$ cat src/rtl/smb_pkg.sv
// Shared types for the SMBus register slave.
// Assumes byte-wide bus transfers and a 7-bit register pointer.
package smb_pkg;

    localparam int SMB_BYTE_W = 8;
    localparam int SMB_PTR_W  = SMB_BYTE_W - 1;

    // Protocol sequencer states
    typedef enum logic [2:0] {
        ST_IDLE,
        ST_RX,
        ST_ACK_WAIT,
        ST_ACK_HOLD,
        ST_TX,
        ST_TX_ACK,
        ST_IGNORE
    } smb_state_t;

    // Meaning of the byte currently being received
    typedef enum logic [1:0] {
        K_ADDR,
        K_CMD,
        K_COUNT,
        K_DATA
    } rx_kind_t;

endpackage

$ cat src/rtl/smb_line_sync.sv
// Brings SCL and SDA into the system clock domain and flags bus events.
// Assumes: system clock at least 8x SCL; bus idles high, so the
// synchronizer resets to 1 and no false condition appears after reset.
// Outputs rise/fall/start/stop are combinational single-cycle pulses.
module smb_line_sync #(
    parameter int STAGES = 2
) (
    input  logic clk,
    input  logic rst_n,
    input  logic scl_in,
    input  logic sda_in,
    output logic scl_s,
    output logic sda_s,
    output logic scl_rise,
    output logic scl_fall,
    output logic start_det,
    output logic stop_det
);

    logic [STAGES-1:0] scl_q;
    logic [STAGES-1:0] sda_q;
    logic              scl_d;
    logic              sda_d;

    // Synchronizer chains plus one history stage for edge detection
    always_ff @(posedge clk) begin
        if (!rst_n) begin
            scl_q <= '1;
            sda_q <= '1;
            scl_d <= 1'b1;
            sda_d <= 1'b1;
        end else begin
            scl_q <= {scl_q[STAGES-2:0], scl_in};
            sda_q <= {sda_q[STAGES-2:0], sda_in};
            scl_d <= scl_q[STAGES-1];
            sda_d <= sda_q[STAGES-1];
        end
    end

    assign scl_s = scl_q[STAGES-1];
    assign sda_s = sda_q[STAGES-1];

    // Edge and condition decode: SDA moving while SCL stays high
    assign scl_rise  =  scl_s & ~scl_d;
    assign scl_fall  = ~scl_s &  scl_d;
    assign start_det =  scl_s &  scl_d &  sda_d & ~sda_s;
    assign stop_det  =  scl_s &  scl_d & ~sda_d &  sda_s;

endmodule

$ cat src/rtl/smb_rx_shift.sv
// Receive shifter: collects BITS serial bits MSB first on rising SCL and
// pulses byte_done one cycle after the last bit. A clear returns the bit
// counter to zero, discarding any partial byte.
module smb_rx_shift #(
    parameter int BITS = 8
) (
    input  logic            clk,
    input  logic            rst_n,
    input  logic            clear,
    input  logic            shift_en,
    input  logic            scl_rise,
    input  logic            sda_s,
    output logic [BITS-1:0] rx_byte,
    output logic            byte_done
);

    localparam int CW = $clog2(BITS);

    logic [CW-1:0] bit_cnt;

    // Shift in one bit per SCL rise and count to a full byte
    always_ff @(posedge clk) begin
        if (!rst_n) begin
            rx_byte   <= '0;
            bit_cnt   <= '0;
            byte_done <= 1'b0;
        end else begin
            byte_done <= 1'b0;
            if (clear) begin
                bit_cnt <= '0;
            end else if (shift_en && scl_rise) begin
                rx_byte <= {rx_byte[BITS-2:0], sda_s};
                if (bit_cnt == CW'(BITS - 1)) begin
                    bit_cnt   <= '0;
                    byte_done <= 1'b1;
                end else begin
                    bit_cnt <= bit_cnt + 1'b1;
                end
            end
        end
    end

    AST_DONE_AFTER_RISE: assert property (@(posedge clk) disable iff (!rst_n)
        byte_done |-> $past(scl_rise));

    AST_DONE_SINGLE: assert property (@(posedge clk) disable iff (!rst_n)
        byte_done |=> !byte_done);

endmodule

$ cat src/rtl/smb_proto_fsm.sv
// Protocol sequencer. It decodes received bytes as address, command code,
// count or data, and drives acknowledge and read bits on SDA. It also owns
// the register pointer and the block count.
// Assumes: rx bytes from smb_rx_shift, edge pulses from smb_line_sync,
// and reg_rdata valid combinationally for the address on reg_addr.
module smb_proto_fsm
    import smb_pkg::*;
#(
    parameter logic [SMB_PTR_W-1:0] SLAVE_ADDR  = 7'h3A,
    parameter int                   BLOCK_COUNT = 8
) (
    input  logic                  clk,
    input  logic                  rst_n,
    input  logic                  scl_s,
    input  logic                  sda_s,
    input  logic                  scl_rise,
    input  logic                  scl_fall,
    input  logic                  start_det,
    input  logic                  stop_det,
    input  logic [SMB_BYTE_W-1:0] rx_byte,
    input  logic                  byte_done,
    output logic                  rx_en,
    output logic                  rx_clear,
    output logic                  sda_pull,
    output logic                  reg_wr_en,
    output logic [SMB_PTR_W-1:0]  reg_addr,
    output logic [SMB_BYTE_W-1:0] reg_wdata,
    input  logic [SMB_BYTE_W-1:0] reg_rdata
);

    localparam int                    DW         = SMB_BYTE_W;
    localparam int                    TCW        = $clog2(DW + 1);
    localparam logic [DW-1:0]         COUNT_BYTE = DW'(BLOCK_COUNT);

    smb_state_t           state;
    rx_kind_t             kind;
    rx_kind_t             next_kind;
    logic                 go_tx;
    logic                 blk_mode;
    logic [SMB_PTR_W-1:0] ptr;
    logic [DW-1:0]        left;
    logic [DW-1:0]        tx_sh;
    logic [TCW-1:0]       tx_cnt;
    logic                 mack;
    logic                 mack_seen;
    logic [DW-1:0]        first_byte;

    // First byte of a read: the count in block mode, else register data
    assign first_byte = blk_mode ? COUNT_BYTE : reg_rdata;

    // The receive shifter runs only while a byte is expected
    assign rx_en    = (state == ST_RX);
    assign rx_clear = ~rx_en | start_det | stop_det;
    assign reg_addr = ptr;

    // Main sequencer: bus conditions first, then per-state SCL handling
    always_ff @(posedge clk) begin
        if (!rst_n) begin
            state     <= ST_IDLE;
            kind      <= K_ADDR;
            next_kind <= K_ADDR;
            go_tx     <= 1'b0;
            blk_mode  <= 1'b0;
            ptr       <= '0;
            left      <= '0;
            tx_sh     <= '0;
            tx_cnt    <= '0;
            mack      <= 1'b0;
            mack_seen <= 1'b0;
            sda_pull  <= 1'b0;
            reg_wr_en <= 1'b0;
            reg_wdata <= '0;
        end else begin
            reg_wr_en <= 1'b0;
            if (reg_wr_en) begin
                ptr <= ptr + 1'b1;
            end
            if (stop_det) begin
                state    <= ST_IDLE;
                sda_pull <= 1'b0;
            end else if (start_det) begin
                state    <= ST_RX;
                kind     <= K_ADDR;
                sda_pull <= 1'b0;
            end else begin
                case (state)
                    ST_RX: begin
                        if (byte_done) begin
                            case (kind)
                                K_ADDR: begin
                                    if (rx_byte[DW-1:1] == SLAVE_ADDR) begin
                                        go_tx     <= rx_byte[0];
                                        next_kind <= K_CMD;
                                        state     <= ST_ACK_WAIT;
                                    end else begin
                                        state <= ST_IGNORE;
                                    end
                                end
                                K_CMD: begin
                                    blk_mode  <= rx_byte[DW-1];
                                    ptr       <= rx_byte[SMB_PTR_W-1:0];
                                    left      <= rx_byte[DW-1] ? '0 : DW'(1);
                                    next_kind <= rx_byte[DW-1] ? K_COUNT : K_DATA;
                                    go_tx     <= 1'b0;
                                    state     <= ST_ACK_WAIT;
                                end
                                K_COUNT: begin
                                    left      <= rx_byte;
                                    next_kind <= K_DATA;
                                    state     <= ST_ACK_WAIT;
                                end
                                default: begin
                                    if (left != '0) begin
                                        reg_wr_en <= 1'b1;
                                        reg_wdata <= rx_byte;
                                        left      <= left - 1'b1;
                                        next_kind <= K_DATA;
                                        state     <= ST_ACK_WAIT;
                                    end else begin
                                        state <= ST_IGNORE;
                                    end
                                end
                            endcase
                        end
                    end
                    ST_ACK_WAIT: begin
                        if (scl_fall) begin
                            sda_pull <= 1'b1;
                            state    <= ST_ACK_HOLD;
                        end
                    end
                    ST_ACK_HOLD: begin
                        if (scl_fall) begin
                            if (go_tx) begin
                                sda_pull <= ~first_byte[DW-1];
                                tx_sh    <= {first_byte[DW-2:0], 1'b0};
                                tx_cnt   <= TCW'(1);
                                state    <= ST_TX;
                                if (!blk_mode) begin
                                    ptr <= ptr + 1'b1;
                                end
                            end else begin
                                sda_pull <= 1'b0;
                                kind     <= next_kind;
                                state    <= ST_RX;
                            end
                        end
                    end
                    ST_TX: begin
                        if (scl_fall) begin
                            if (tx_cnt == TCW'(DW)) begin
                                sda_pull  <= 1'b0;
                                mack_seen <= 1'b0;
                                state     <= ST_TX_ACK;
                            end else begin
                                sda_pull <= ~tx_sh[DW-1];
                                tx_sh    <= {tx_sh[DW-2:0], 1'b0};
                                tx_cnt   <= tx_cnt + 1'b1;
                            end
                        end
                    end
                    ST_TX_ACK: begin
                        if (scl_rise) begin
                            mack      <= ~sda_s;
                            mack_seen <= 1'b1;
                        end else if (scl_fall && mack_seen) begin
                            if (mack) begin
                                sda_pull <= ~reg_rdata[DW-1];
                                tx_sh    <= {reg_rdata[DW-2:0], 1'b0};
                                tx_cnt   <= TCW'(1);
                                ptr      <= ptr + 1'b1;
                                state    <= ST_TX;
                            end else begin
                                state <= ST_IGNORE;
                            end
                        end
                    end
                    default: begin
                        sda_pull <= 1'b0;
                    end
                endcase
            end
        end
    end

    AST_PULL_MOVES_SCL_LOW: assert property (@(posedge clk) disable iff (!rst_n)
        !$stable(sda_pull) |-> !scl_s);

    AST_STROBE_AFTER_BYTE: assert property (@(posedge clk) disable iff (!rst_n)
        reg_wr_en |-> $past(byte_done));

    AST_STROBE_SINGLE: assert property (@(posedge clk) disable iff (!rst_n)
        reg_wr_en |=> !reg_wr_en);

    AST_QUIET_RELEASED: assert property (@(posedge clk) disable iff (!rst_n)
        (state == ST_IDLE || state == ST_IGNORE) |-> !sda_pull);

    AST_STOP_TO_IDLE: assert property (@(posedge clk) disable iff (!rst_n)
        stop_det |=> (state == ST_IDLE));

    AST_START_TO_ADDR: assert property (@(posedge clk) disable iff (!rst_n)
        start_det |=> (state == ST_RX && kind == K_ADDR));

endmodule

$ cat src/rtl/smb_regslave.sv
// SMBus register slave top. Ties the line synchronizer, the receive
// shifter and the protocol sequencer together. SDA is open-drain:
// sda_pull = 1 pulls the line low. Assumes clk >= 8x SCL and SYNC_STAGES >= 2.
module smb_regslave
    import smb_pkg::*;
#(
    parameter logic [SMB_PTR_W-1:0] SLAVE_ADDR  = 7'h3A,
    parameter int                   BLOCK_COUNT = 8,
    parameter int                   SYNC_STAGES = 2
) (
    input  logic                  clk,
    input  logic                  rst_n,
    input  logic                  scl_in,
    input  logic                  sda_in,
    output logic                  sda_pull,
    output logic                  reg_wr_en,
    output logic [SMB_PTR_W-1:0]  reg_addr,
    output logic [SMB_BYTE_W-1:0] reg_wdata,
    input  logic [SMB_BYTE_W-1:0] reg_rdata
);

    logic                  scl_s;
    logic                  sda_s;
    logic                  scl_rise;
    logic                  scl_fall;
    logic                  start_det;
    logic                  stop_det;
    logic                  rx_en;
    logic                  rx_clear;
    logic                  byte_done;
    logic [SMB_BYTE_W-1:0] rx_byte;

    smb_line_sync #(
        .STAGES (SYNC_STAGES)
    ) u_sync (
        .clk       (clk),
        .rst_n     (rst_n),
        .scl_in    (scl_in),
        .sda_in    (sda_in),
        .scl_s     (scl_s),
        .sda_s     (sda_s),
        .scl_rise  (scl_rise),
        .scl_fall  (scl_fall),
        .start_det (start_det),
        .stop_det  (stop_det)
    );

    smb_rx_shift #(
        .BITS (SMB_BYTE_W)
    ) u_rx (
        .clk       (clk),
        .rst_n     (rst_n),
        .clear     (rx_clear),
        .shift_en  (rx_en),
        .scl_rise  (scl_rise),
        .sda_s     (sda_s),
        .rx_byte   (rx_byte),
        .byte_done (byte_done)
    );

    smb_proto_fsm #(
        .SLAVE_ADDR  (SLAVE_ADDR),
        .BLOCK_COUNT (BLOCK_COUNT)
    ) u_fsm (
        .clk       (clk),
        .rst_n     (rst_n),
        .scl_s     (scl_s),
        .sda_s     (sda_s),
        .scl_rise  (scl_rise),
        .scl_fall  (scl_fall),
        .start_det (start_det),
        .stop_det  (stop_det),
        .rx_byte   (rx_byte),
        .byte_done (byte_done),
        .rx_en     (rx_en),
        .rx_clear  (rx_clear),
        .sda_pull  (sda_pull),
        .reg_wr_en (reg_wr_en),
        .reg_addr  (reg_addr),
        .reg_wdata (reg_wdata),
        .reg_rdata (reg_rdata)
    );

    AST_RESET_QUIET: assert property (@(posedge clk)
        !rst_n |=> (!sda_pull && !reg_wr_en));

endmodule

$ cat config.mk
export PLATFORM = sky130hd
export DESIGN_NAME = smb_regslave
export DESIGN_NICKNAME = d
export VERILOG_FILES = /design/src/rtl/smb_pkg.sv /design/src/rtl/smb_line_sync.sv /design/src/rtl/smb_rx_shift.sv /design/src/rtl/smb_proto_fsm.sv /design/src/rtl/smb_regslave.sv
export SDC_FILE = /design/constraint.sdc
export NUM_CORES = 1
export LEC_CHECK = 0
export CORE_MARGIN = 4
export CORE_UTILIZATION = 50
export DETAILED_ROUTE_END_ITERATION = 7
export DONT_BUFFER_PORTS = 1
export SLEW_MARGIN = 20
export SYNTH_ARGS = -nofsm -noshare
export SYNTH_HDL_FRONTEND = slang
export SYNTH_SLANG_ARGS = --single-unit
$ cat constraint.sdc
create_clock -name clk -period 4.1 [get_ports clk]
set_input_delay 0.82 -clock clk [delete_from_list [all_inputs] [get_ports clk]]
set_output_delay 0.82 -clock clk [all_outputs]
set_load 0.03 [all_outputs]
==> flow_summary.yaml <==
outcome:
  outcome: "completed"
finish:
  final_util: 0.545
  syn2layout_area_growth_pct: 5.41
  layout-drive-gt1-share: 0.0963
  final_cell_mix: "65 x dfxtp_1, 40 x nand2_1, 34 x a21oi_1"
  nets: 457
  final_common_cell: "dfxtp_1"
  antenna_cells: 0
  final_cell_area_um2: 4000
  nFillCells: 694
route:
  drtIter0Drc: 262
  dr.pass1.iters: 4
  ant_nets: 0
  routed_via_density: 6.11
  totalWireLength_mm: 9.26
  drc: 0
  wl_per_cell_um: 17.3
  vias: 3270
clock_tree:
  cts_tree: "yes"
  cts_resized: 0
  hold_buffers: 0
  clk_path_buf_depth: 2
  cts_made_buffers: 9
  post-cts-setup-buffers: 0
  root_buffer: "clkbuf_8"
  clkSinkCount: 65
  h-tree-depth: 3
  path_clk_slew_ns: 0.08
  clock_latency_ns: 0.34
logic_synthesis:
  synth_seq_cells: 65
  synth_cells: 448
  seq_area_frac_synth: 0.343
  synth_flop_cell: "dfxtp_1"
  synth.distinct_cells: 72
  syn_area_um2: 3790
  postSynthAreaPerCell_um2: 8.47
  synth_edf_count: 0
  synth_fp_nets: 474
  yosys_warnings: 0
  async_flop_share: 0
placed_design:
  dp_hpwl_mm: 6.43
  place_ws_ns: 1.78
  dpl_cell_area_um2: 3780
  io_buffers: 0
  place_congestion: 0.903
sta:
  worst_pin_slew_ns: 0.917
  fin_skew_ns: 0.00887
  min_period_ns: 2.37
  hold_violations: 0
  max_freq_ghz: 0.422
  setup_violations: 0
  slew_viol_final: 0
  finalSetupTns_ns: 0
  min_period_over_period: 0.578
  slew_headroom: 0.387
  setup_ws_ns: 1.73
  rsz0062_at_grt: "false"
global_route:
  antenna_found_initial: 0
  overflow: 0
  gr-usage-all-layers: 0.219
  grt_pass1_wl_mm: 15.5
  first_global_vias: 3007
  grt_max_degree: 31
setup_path:
  critPathArrivalTime_ns: 2.64
  worstRegToRegCells: 5
  crit_fanout: 21
  endpoint_kind: "flop"
  crit_required_ns: 4.37
  worstSetupPathType: "reg2reg"
  crit_path_start_kind: "flop"
floorplanning:
  rows: 31
  dieHeight_um: 95.1
  ios: 29
  die_area_um2: 9040
  coreArea_um2: 7330
  die_width_um: 95.1
  initial_core_util: 0.517
hold_path:
  hp-class: "reg2reg"
  min_path_cells: 1
pwr:
  cellPowerDensity_nw_per_um2: 322
  ir_worst_vdd_uv: 299
  p_leak_nw: 1.46
job:
  drv_cap: 0
## cells by family (layout without fill, tap and decap cells)
group                      after synthesis  in the layout  synth area share
and+or+nand+nor                        166            166             0.236
AOI/OAI and AO/OA                      127            127             0.250
DFF                                     65             65             0.343
buffers and inverters                   51             39            0.0620
adders and majority gates               14             14            0.0462
muxes                                   13             13            0.0343
xor gates and xnor gates                12             12            0.0277
## worst max-delay path, stage by stage (launching register included)
cell      delay, ns
dfxtp_1        0.72
ha_1           0.50
nand2_1        0.12
o21ai_0        0.58
a32oi_1        0.14
a211oi_2       0.24
## area by class of cell
type	instances	area [um2]	share of cell area
clock buffer	10	128	0.0319
sequential	65	1300	0.325
inverter	20	75.1	0.0188
clock inverter	6	91.3	0.0228
tap	99	124	0.0310
multi-input combinational	332	2260	0.564
timing repair buffer	3	22.5	0.00563
## Yosys cell counts, drive strengths merged, types with 2 or more instances
master / number / area share
ha: 14 / 0.046
a21o: 2 / 0.0040
o21a: 6 / 0.012
o21bai: 2 / 0.0040
a311oi: 3 / 0.0086
nor3b: 2 / 0.0066
or2: 3 / 0.0049
dfxtp: 65 / 0.34
o22a: 4 / 0.0092
nor4: 4 / 0.011
clkbuf: 14 / 0.014
or3: 4 / 0.0066
a211oi: 7 / 0.020
nand2: 40 / 0.040
inv: 19 / 0.019
a32oi: 10 / 0.025
nand4: 6 / 0.0099
nor2b: 3 / 0.0049
o211a: 5 / 0.013
nand2b: 14 / 0.023
a31oi: 5 / 0.0099
xnor2: 7 / 0.016
o31ai: 3 / 0.0073
buf: 17 / 0.028
nand3b: 2 / 0.0040
a21boi: 2 / 0.0040
a22oi: 2 / 0.0040
nand3: 30 / 0.041
mux2i: 13 / 0.034
o211ai: 8 / 0.017
nor2: 32 / 0.032
o21ai: 20 / 0.026
xor2: 5 / 0.012
nand4b: 2 / 0.0063
o31a: 2 / 0.0046
a21oi: 34 / 0.045
a211o: 3 / 0.0069
nor3: 11 / 0.015
and3: 5 / 0.0096
## report_power, final
| group | internal [W] | switching, W | total [W] |
|---|---|---|---|
| combinational | 0.0000114 | 0.0000257 | 0.0000371 |
| sequential | 0.000634 | 0.00000772 | 0.000642 |
| clock | 0.000346 | 0.000261 | 0.000607 |
## routing by layer
metal  wire, um  global-route usage  share of wire
met4        109              0.0685          0.012
met3        620              0.0434          0.067
met5          0                   0              0
met2       4190               0.332           0.45
met1       4340               0.311           0.47
## state kept, by name (all words and copies together), names as in the netlist
name	cells
u_sync.scl_q	2
u_fsm.tx_sh	7
u_sync.sda_d	1
u_fsm.go_tx	1
u_rx.rx_byte	8
u_rx.byte_done	1
u_fsm.state	3
u_sync.sda_q	2
u_fsm.mack_seen	1
u_fsm.reg_wr_en	1
u_fsm.tx_cnt	4
u_fsm.left	8
u_fsm.blk_mode	1
u_fsm.next_kind	2
u_fsm.mack	1
u_fsm.kind	2
u_fsm.reg_wdata	8
u_fsm.reg_addr	7
u_sync.scl_d	1
u_rx.bit_cnt	3
u_fsm.sda_pull	1
## worst paths after layout
kind                   start         endpoint  slack, ns
max reg2reg   u_fsm.state[2]   u_fsm.tx_sh[3]       1.73
max           u_fsm.state[2]   u_fsm.tx_sh[3]       1.73
min reg2reg  u_sync.sda_q[0]  u_sync.sda_q[1]       0.41
min          u_sync.sda_q[0]  u_sync.sda_q[1]       0.41
## metrics by stage
stage / hold WS (ns) / std cells / total power, W
5_1_grt: 0.428 / 535 / 0.00134
3_5_place_dp: 0.394 / 519 / 0.000694
2_1_floorplan: 0.386 / 448 / 0.000688
4_1_cts: 0.412 / 535 / 0.00130
6_report: 0.408 / 535 / 0.00129
3_3_place_gp: 0.392 / 519 / 0.000694
Note: power is estimated with default switching activity, not from simulation.
